## src/rtl/irq_pkg.sv

```systemverilog
package irq_pkg;
  localparam int NUM_SRC = 6;
  localparam int NUM_EXT = 2;
  localparam int NUM_PER = NUM_SRC - NUM_EXT;
  localparam int IDX_W   = $clog2(NUM_SRC);

  typedef logic [IDX_W-1:0] srcIdx_t;

  // Strobes from control to datapath
  typedef struct packed {
    logic [NUM_EXT-1:0] clrEdge;
    logic               setHigh;
    logic               setLow;
    logic               retire;
  } ctlStrobe_t;

  // Lowest set index of a mask (0 when empty)
  function automatic srcIdx_t firstSet(input logic [NUM_SRC-1:0] m);
    srcIdx_t r;
    r = '0;
    for (int i = NUM_SRC - 1; i >= 0; i--)
      if (m[i]) r = srcIdx_t'(i);
    return r;
  endfunction
endpackage

```

## src/rtl/irq_datapath.sv

```systemverilog
module irq_datapath
  import irq_pkg::*;
#(
  parameter int VEC_W      = 16,
  parameter int VEC_BASE   = 3,
  parameter int VEC_STRIDE = 8
) (
  input  logic               clk,
  input  logic               rstN,
  input  logic [NUM_EXT-1:0] extReqN,
  input  logic [NUM_EXT-1:0] extEdgeMode,
  input  logic [NUM_PER-1:0] periphReq,
  input  ctlStrobe_t         strobe,
  input  srcIdx_t            winIdx,
  output logic [NUM_SRC-1:0] srcReq,
  output logic [1:0]         inSvc,
  output logic [VEC_W-1:0]   vector
);
  localparam logic [VEC_W-1:0] BASE_V   = VEC_W'(VEC_BASE);
  localparam logic [VEC_W-1:0] STRIDE_V = VEC_W'(VEC_STRIDE);

  logic [NUM_EXT-1:0] pinPrevN;
  logic [NUM_EXT-1:0] edgeFlag;

  // Falling-edge capture per external pin; a new edge beats a clear
  for (genvar k = 0; k < NUM_EXT; k++) begin : g_edge
    logic fallSeen;
    assign fallSeen = pinPrevN[k] & ~extReqN[k] & extEdgeMode[k];

    always_ff @(posedge clk or negedge rstN) begin
      if (!rstN) begin
        pinPrevN[k] <= 1'b1;
        edgeFlag[k] <= 1'b0;
      end else begin
        pinPrevN[k] <= extReqN[k];
        if (fallSeen)               edgeFlag[k] <= 1'b1;
        else if (strobe.clrEdge[k]) edgeFlag[k] <= 1'b0;
      end
    end

    // a latched edge survives until a clear strobe
    assert_edge_holds_R9: assert property (@(posedge clk) disable iff (!rstN)
      (edgeFlag[k] && !strobe.clrEdge[k]) |=> edgeFlag[k]);
  end

  // Source vector assembly: externals at even slots, peripherals fill the rest
  for (genvar s = 0; s < NUM_SRC; s++) begin : g_src
    if ((s % 2 == 0) && (s / 2 < NUM_EXT)) begin : g_ext
      assign srcReq[s] = extEdgeMode[s/2] ? edgeFlag[s/2] : ~extReqN[s/2];
    end else begin : g_per
      localparam int EXT_BELOW = ((s + 1) / 2 < NUM_EXT) ? (s + 1) / 2 : NUM_EXT;
      assign srcReq[s] = periphReq[s - EXT_BELOW];
    end
  end

  // In-service level bits
  always_ff @(posedge clk or negedge rstN) begin
    if (!rstN) begin
      inSvc <= 2'b00;
    end else if (strobe.retire) begin
      if (inSvc[1]) inSvc[1] <= 1'b0;
      else          inSvc[0] <= 1'b0;
    end else if (strobe.setHigh) begin
      inSvc[1] <= 1'b1;
    end else if (strobe.setLow) begin
      inSvc[0] <= 1'b1;
    end
  end

  assign vector = BASE_V + VEC_W'(winIdx) * STRIDE_V;
endmodule

```

## src/rtl/irq_control.sv

```systemverilog
module irq_control
  import irq_pkg::*;
(
  input  logic               clk,
  input  logic               rstN,
  input  logic               globalEn,
  input  logic [NUM_SRC-1:0] srcEn,
  input  logic [NUM_SRC-1:0] srcPrioHigh,
  input  logic [NUM_SRC-1:0] srcReq,
  input  logic [1:0]         inSvc,
  input  logic               irqAck,
  input  logic               irqRet,
  output logic               pending,
  output srcIdx_t            winIdx,
  output ctlStrobe_t         strobe
);
  logic [NUM_SRC-1:0] cand, candHigh, candLow, allowHigh, allowLow, winMask;
  logic useHigh, ackTake;

  always_comb begin
    cand      = globalEn ? (srcReq & srcEn) : '0;
    candHigh  = cand & srcPrioHigh;
    candLow   = cand & ~srcPrioHigh;
    allowHigh = inSvc[1] ? '0 : candHigh;
    allowLow  = (inSvc != 2'b00) ? '0 : candLow;
    useHigh   = |allowHigh;
    winMask   = useHigh ? allowHigh : allowLow;
    pending   = |winMask;
    winIdx    = firstSet(winMask);
  end

  assign ackTake = irqAck & ~irqRet & pending;

  always_comb begin
    strobe         = '0;
    strobe.retire  = irqRet;
    strobe.setHigh = ackTake & useHigh;
    strobe.setLow  = ackTake & ~useHigh;
    for (int k = 0; k < NUM_EXT; k++)
      strobe.clrEdge[k] = ackTake && (winIdx == srcIdx_t'(2 * k));
  end

  // global gate
  assert_global_gate_R2: assert property (@(posedge clk) disable iff (!rstN)
    !globalEn |-> !pending);
  // high level in service blocks everything
  assert_high_blocks_R7: assert property (@(posedge clk) disable iff (!rstN)
    inSvc[1] |-> !pending);
  // at most one level is set per acknowledge
  assert_one_level_R6: assert property (@(posedge clk) disable iff (!rstN)
    $onehot0({strobe.setHigh, strobe.setLow}));
endmodule

```

## src/rtl/irq_prio_ctrl.sv

```systemverilog
module irq_prio_ctrl
  import irq_pkg::*;
#(
  parameter int VEC_W      = 16,
  parameter int VEC_BASE   = 3,
  parameter int VEC_STRIDE = 8
) (
  input  logic               clk,
  input  logic               rstN,
  input  logic               globalEn,
  input  logic [NUM_SRC-1:0] srcEn,
  input  logic [NUM_SRC-1:0] srcPrioHigh,
  input  logic [NUM_EXT-1:0] extReqN,
  input  logic [NUM_EXT-1:0] extEdgeMode,
  input  logic [NUM_PER-1:0] periphReq,
  input  logic               irqAck,
  input  logic               irqRet,
  output logic               irqPending,
  output logic [VEC_W-1:0]   irqVector,
  output logic [1:0]         inService
);
  ctlStrobe_t         strobe;
  srcIdx_t            winIdx;
  logic [NUM_SRC-1:0] srcReq;

  irq_datapath #(.VEC_W(VEC_W), .VEC_BASE(VEC_BASE), .VEC_STRIDE(VEC_STRIDE)) dp_i (
    .clk(clk), .rstN(rstN), .extReqN(extReqN), .extEdgeMode(extEdgeMode),
    .periphReq(periphReq), .strobe(strobe), .winIdx(winIdx),
    .srcReq(srcReq), .inSvc(inService), .vector(irqVector)
  );

  irq_control ctl_i (
    .clk(clk), .rstN(rstN), .globalEn(globalEn), .srcEn(srcEn),
    .srcPrioHigh(srcPrioHigh), .srcReq(srcReq), .inSvc(inService),
    .irqAck(irqAck), .irqRet(irqRet), .pending(irqPending),
    .winIdx(winIdx), .strobe(strobe)
  );

  // vector lands on the fixed grid
  assert_vec_grid_R3: assert property (@(posedge clk) disable iff (!rstN)
    irqPending |-> (int'(irqVector) >= VEC_BASE &&
                    int'(irqVector) <= VEC_BASE + (NUM_SRC - 1) * VEC_STRIDE &&
                    ((int'(irqVector) - VEC_BASE) % VEC_STRIDE) == 0));
  // a taken acknowledge leaves some level in service
  assert_ack_sets_R6: assert property (@(posedge clk) disable iff (!rstN)
    (irqAck && !irqRet && irqPending) |=> (inService != 2'b00));
  // return retires the high level first
  assert_ret_high_R8: assert property (@(posedge clk) disable iff (!rstN)
    (irqRet && inService[1]) |=> (!inService[1] && inService[0] == $past(inService[0])));
  assert_ret_low_R8: assert property (@(posedge clk) disable iff (!rstN)
    (irqRet && inService == 2'b01) |=> (inService == 2'b00));
endmodule

```

## config.mk

```make
export PLATFORM = sky130hd
export DESIGN_NAME = irq_prio_ctrl
export DESIGN_NICKNAME = d
export VERILOG_FILES = /design/src/rtl/irq_pkg.sv /design/src/rtl/irq_datapath.sv /design/src/rtl/irq_control.sv /design/src/rtl/irq_prio_ctrl.sv
export SDC_FILE = /design/constraint.sdc
export NUM_CORES = 1
export LEC_CHECK = 0
export ABC_AREA = 1
export BUFFER_PORTS_ARGS = -buffer_cell sky130_fd_sc_hd__clkbuf_2
export CORE_UTILIZATION = 38
export CTS_CLUSTER_SIZE = 24
export DETAILED_ROUTE_END_ITERATION = 8
export MAX_ROUTING_LAYER = met4
export PLACE_DENSITY = 0.85
export REMOVE_ABC_BUFFERS = 1
export SKIP_CTS_REPAIR_TIMING = 1
export SLEW_MARGIN = 15
export SYNTH_ARGS = -nofsm -noshare
export SYNTH_HDL_FRONTEND = slang
export SYNTH_SLANG_ARGS = --single-unit
export TNS_END_PERCENT = 5
```

## constraint.sdc

```tcl
create_clock -name clk -period 2.19 [get_ports clk]
set_input_delay 0.657 -clock clk [delete_from_list [all_inputs] [get_ports clk]]
set_output_delay 0.657 -clock clk [all_outputs]
set_load 0.01 [all_outputs]
```

==> out/metrics.csv, run 1 <==
stage,metric,value,unit
status,failing checks,negative setup slack,
setup_path,max incr delay on CP,180,ps
cells_and_area,Syn-to-layout area delta,55.3,%
global_routing,largest net degree at the start of global routing,7,
floorplan,I/O Pins,44,
global_routing,vias in the first global route,772,
floorplan,DIE HEIGHT,46.2,um
timing,max-slew violations,0,
cells_and_area,"non-filler cells, final",199,
logic_synthesis,Post-Syn Area,742,um2
setup_path,Critical R2R Capture,dp_i.edgeFlag[1],
route,Final ANT Viol Nets,0,
timing,endpoints failing setup,4,
route,WL/cell,10.6,um
floorplan,Initial Util,0.416,
timing,final worst-path cycle share,1.16,
setup_path,Crit path top cell by count,nand2_1,
clock_network,CTS Sinks,6,
placement,Placement Cell Area,1000,um2
setup_path,worst reg-to-reg setup slack,300,ps
timing,RSZ-0062 raised after global routing,yes,
cells_and_area,share of layout cells above drive strength 1,0.592,
placement,HPWL after DPL,1590,um
floorplan,core footprint,1780,um2
timing,Final Worst Setup Slack,-353,ps
timing,upper clock frequency limit,393,MHz
setup_path,crit path max fanout,5,
cells_and_area,n_diodes,0,
logic_synthesis,synthesis-stage register bit count,6,
setup_path,Worst EP arrival,1890,ps
route,DRC,0,
logic_synthesis,average cell area after synthesis,6.03,um2
pwr,leak pwr,0.000670,uW
status,run status,finished with violations,
pwr,total power,502,uW
placement,Port Buffers,30,
setup_path,Crit-path slowest cell,nor2_4,
floorplan,Die Area,2130,um2
global_routing,grt total ovfl,0,
logic_synthesis,Ys Warns,0,
setup_path,WP data required,1530,ps
clock_network,H-tree depth reported by CTS,1,
pwr,Power Density,436,nW/um2
timing,TNS Setup,-1330,ps
route,DRT Pass-1 Iters,4,
route,DRT Wirelength,2120,um
setup_path,Top Family by Delay on Critical Path,simple AND/OR/NAND/NOR gates,
pwr,Worst VDD drop,0.000452,V
clock_network,Root Buffer,clkbuf_4,
cells_and_area,fin area,1150,um2
global_routing,initial antenna violation count,0,
setup_path,Setup crit start kind,input port,
clock_network,CTS tree,done,
global_routing,total track usage,0.201,
logic_synthesis,register area share after synthesis,0.206,
placement,Final GP Congestion,0.802,
setup_path,reg2reg path depth,16,
setup_path,WS Path Type,in2out,
cells_and_area,Final Net Count,201,
clock_network,"Clk pin slew, worst setup/hold paths",50,ps
placement,Cells after DPL,194,
timing,Final Hold Fails,0,
clock_network,"Clk Latency, worst-skew pair",260,ps
route,routed vias/inst,4.53,
clock_network,CTS Buf Count,3,
timing,crit path time final,2540,ps
setup_path,Setup crit end kind,primary output,
clock_network,CTS max path bufs,2,
logic_synthesis,Netlist cell types,24,
cells_and_area,"commonest non-fill, non-tap cell in the layout",clkbuf_2,
route,detailed-route via count,901,
setup_path,worst reg2reg startpoint,dp_i.inSvc[1],
route,DRT iter0 DRCs,9,
timing,Clock Skews,14.4,ps
logic_synthesis,leading area contributor after synthesis,nand2_1,
setup_path,Levels on crit path,15,
setup_path,Buf/Inv on CP,5,
floorplan,Placement Rows,15,
setup_path,critical-path cell list,"buf_8, clkinv_8, nor2_4, nand2_2, nand2_2, nor2_4, nand2_4, o21ai_2, inv_2, nand2_1, nand2_1, nand2_1, nand2_1, inv_1, buf_2",
floorplan,Chip Width,46.2,um
global_routing,first-pass GRT wire length,2870,um
logic_synthesis,"top cells by area, synth","nand2_1 17%, dfrtp_1 13%, buf_4 13%, dfstp_2 7.1%, inv_1 7.1%",
cells_and_area,# fillers,139,
logic_synthesis,share of Yosys cell area claimed by the top area cell type,0.167,
cells_and_area,most frequent cells in the layout,"28 x clkbuf_2, 25 x nand2_1, 21 x buf_4",
logic_synthesis,Syn Inst Count,123,
hold_path,HP Class,in2async,
job,max-cap violation count,0,
worst max-delay path by stage:
stage / startpoint / slack (ps) / to
4_1_cts: globalEn / -410 / irqVector[5]
3_3_place_gp: globalEn / -350 / irqVector[5]
5_1_grt: dp_i.inSvc[1] / -470 / irqVector[3]
6_report: globalEn / -350 / irqVector[3]
3_5_place_dp: globalEn / -400 / irqVector[5]
2_1_floorplan: extEdgeMode[0] / -130 / irqVector[5]
worst reg2reg max path: stages, from the launching register on:
cell and delay (ps):
dfrtp_1 400, buf_4 170, nor2_2 120, nand2_2 90, nand2_2 100, nor2_4 60
nand2_4 80, inv_4 50, a21oi_2 140, nand2_2 100, inv_2 60, nand2_2 40
buf_4 130, nor2_2 60, nand2_1 60, nand2_1 60, nand2_1 40
logic make-up (layout without fill, tap and decap cells):
| kind of cell | Yosys count | in the layout | share of synthesized area |
|---|---|---|---|
| other | 2 | 13 | 0.0101 |
| buffers and inverters | 35 | 75 | 0.248 |
| flip-flops | 6 | 6 | 0.206 |
| AO/OA/AOI/OAI | 5 | 5 | 0.0438 |
| AND/OR/NAND/NOR | 75 | 75 | 0.492 |
layout make-up:
cell class | instances | area [um2] | share of cell area
tap | 25 | 31.3 | 0.0271
multi-input combinational | 93 | 534 | 0.464
timing repair buffer | 51 | 318 | 0.276
inverter | 21 | 93.8 | 0.0814
clock buffer | 3 | 22.5 | 0.0195
sequential | 6 | 153 | 0.132
report_power, final:
group	switching, uW	internal (uW)
Sequential	6.96	126
Clock	44.5	62.3
Combinational	148	114
routing by layer:
metal,vias up,routed length [um],global-route usage
met5,-,0,-
met4,0,85,0.141
met3,8,88,0.0275
met2,37,1150,0.377
met1,411,798,0.182
li1,445,-,-
synthesized netlist by cell type (all sizes together):
cell type and number:
inv 19, or2 1, conb 2, nor2 21, o21ai 3, nand2 42
clkinv 2, a21oi 2, nand3 6, nand4 1, nor3 3, buf 14
dfrtp 4, dfstp 2, nor4 1
through the flow:
stage / util / setup slack (ps) / hold slack, ps
finish: 0.646 / -353 / 218
global route: 0.646 / -466 / 230
CTS: 0.576 / -407 / 219
detailed placement: 0.564 / -405 / 481
global placement: 0.564 / -350 / 459
floorplan: - / -135 / 361
state kept, by name (all words and copies together), names as in the netlist:
signal / count
dp_i.edgeFlag: 2
dp_i.pinPrevN: 2
dp_i.inSvc: 2
Power figures use the tool's default switching activity.
==> run 2: changes to the inputs <==
--- a/config.mk
+++ b/config.mk
@@ -7,11 +7,11 @@
 export LEC_CHECK = 0
 export ABC_AREA = 1
 export BUFFER_PORTS_ARGS = -buffer_cell sky130_fd_sc_hd__clkbuf_2
-export CORE_UTILIZATION = 38
+export CORE_UTILIZATION = 42
 export CTS_CLUSTER_SIZE = 24
 export DETAILED_ROUTE_END_ITERATION = 8
 export MAX_ROUTING_LAYER = met4
-export PLACE_DENSITY = 0.85
+export PLACE_DENSITY = 0.89
 export REMOVE_ABC_BUFFERS = 1
 export SKIP_CTS_REPAIR_TIMING = 1
 export SLEW_MARGIN = 15
==> constraint.sdc (replaced) <==
create_clock -name clk -period 2.35 [get_ports clk]
set_input_delay 0.705 -clock clk [delete_from_list [all_inputs] [get_ports clk]]
set_output_delay 0.705 -clock clk [all_outputs]
set_load 0.01 [all_outputs]
==> out/metrics.csv, run 2 (synthesized netlist as in run 1, its figures left out) <==
stage,metric,value,unit
clock_network,"Clk pin slew, worst setup/hold paths",50,ps
floorplan,Chip Width,44.0,um
floorplan,DIE HEIGHT,44.0,um
placement,HPWL after DPL,1490,um
floorplan,Placement Rows,14,
placement,Final GP Congestion,0.799,
setup_path,crit path max fanout,4,
clock_network,"Clk Latency, worst-skew pair",250,ps
setup_path,WP data required,1640,ps
setup_path,WS Path Type,in2out,
setup_path,critical-path cell list,"buf_12, nand2_1, inv_2, nand3_2, nor2_4, nor2_4, nand2_4, o21ai_2, inv_2, nand2_1, nand2_1, nand2_1, nand2_1, inv_1, buf_2",
setup_path,Crit-path slowest cell,o21ai_2,
global_routing,grt total ovfl,0,
route,DRC,3,
global_routing,first-pass GRT wire length,2750,um
global_routing,largest net degree at the start of global routing,8,
setup_path,Setup crit start kind,input port,
cells_and_area,"Core Util, Final",0.763,
clock_network,CTS Buf Count,3,
pwr,Power Density,410,nW/um2
clock_network,H-tree depth reported by CTS,1,
global_routing,total track usage,0.194,
cells_and_area,most frequent cells in the layout,"26 x nand2_1, 22 x clkbuf_2, 22 x buf_4",
hold_path,HP Class,in2async,
timing,final worst-path cycle share,1.14,
timing,max-slew violations,0,
placement,Cells after DPL,186,
status,failing checks,"design-rule violations, negative setup slack",
route,routed vias/inst,4.73,
setup_path,max incr delay on CP,170,ps
setup_path,Crit path top cell by count,nand2_1,
cells_and_area,share of layout cells above drive strength 1,0.591,
timing,crit path time final,2690,ps
clock_network,Root Buffer,clkbuf_4,
clock_network,CTS max path bufs,2,
route,DRT iter0 DRCs,37,
placement,Port Buffers,30,
floorplan,Initial Util,0.471,
status,run status,finished with violations,
pwr,leak pwr,0.000696,uW
route,DRT Wirelength,2320,um
cells_and_area,Top Registers,"dp_i.edgeFlag (2), dp_i.inSvc (2), dp_i.pinPrevN (2)",
timing,endpoints failing setup,4,
clock_network,CTS tree,done,
timing,TNS Setup,-1260,ps
cells_and_area,"commonest non-fill, non-tap cell in the layout",nand2_1,
setup_path,Setup crit end kind,primary output,
setup_path,reg2reg path depth,14,
route,Final ANT Viol Nets,0,
placement,"worst slack, placed",-330,ps
cells_and_area,"non-filler cells, final",192,
setup_path,Worst EP arrival,1980,ps
timing,Clock Skews,1.45,ps
timing,Final Worst Setup Slack,-336,ps
floorplan,Die Area,1940,um2
cells_and_area,Final Net Count,202,
cells_and_area,n_diodes,0,
timing,upper clock frequency limit,372,MHz
global_routing,initial antenna violation count,0,
pwr,Worst VDD drop,0.000401,V
route,detailed-route via count,909,
route,WL/cell,12.1,um
timing,Final Hold Fails,0,
timing,RSZ-0062 raised after global routing,yes,
clock_network,CTS Sinks,6,
route,DRT Pass-1 Iters,9,
floorplan,I/O Pins,44,
job,max-cap violation count,0,
floorplan,core footprint,1580,um2
cells_and_area,Syn-to-layout area delta,62.2,%
global_routing,vias in the first global route,702,
run 2: changes by cell type in the layout (fill, tap and decap cells not counted), sizes merged:
cell,delta
buf,+7
clkbuf,-5
run 2: where the power goes:
| part | switching [uW] | internal, uW |
|---|---|---|
| Sequential | 9.11 | 117 |
| Combinational | 144 | 115 |
| Clock | 43.0 | 64.7 |
run 2: path summary, 6_finish.rpt:
path	start	end	slack (ps)
worst max-delay path	globalEn	irqVector[3]	-340
worst min-delay path	rstN	dp_i.edgeFlag[1]	280
worst max register to register	dp_i.inSvc[1]	dp_i.edgeFlag[1]	440
worst min register to register	dp_i.edgeFlag[1]	dp_i.edgeFlag[1]	490
max in group asynchronous	rstN	dp_i.pinPrevN[0]	1840
min in group clk	dp_i.edgeFlag[1]	dp_i.edgeFlag[1]	490
run 2: critical path, delay by kind of cell:
family	cells	cell delay, ps
AND/OR/NAND/NOR	9	700
buffers and inverters	5	390
AO/OA/AOI/OAI	1	170
run 2: per-stage QoR:
stage | total power [uW] | hold slack (ps) | cell area [um2]
final | 493 | 279 | 1200
after global routing | 525 | 269 | 1200
after CTS | 437 | 274 | 1030
after detailed placement | 328 | 475 | 1000
after global placement | 319 | 459 | 1000
after floorplan | 237 | 409 | 681
run 2: routing by layer:
layer,global-route usage,share of wire,vias to the layer above
li1,-,-,448
met1,0.235,0.42,413
met2,0.312,0.51,46
met3,0.0449,0.057,2
met4,0.0788,0.0052,0
met5,-,0,-
run 2: layout make-up:
cell class | instances | area, um2
flip-flops and latches | 6 | 153
well taps | 16 | 20.0
inverters | 21 | 96.3
multi-input cells | 93 | 553
fillers | 105 | 373
clock buffers | 4 | 26.3
repair buffers | 52 | 355
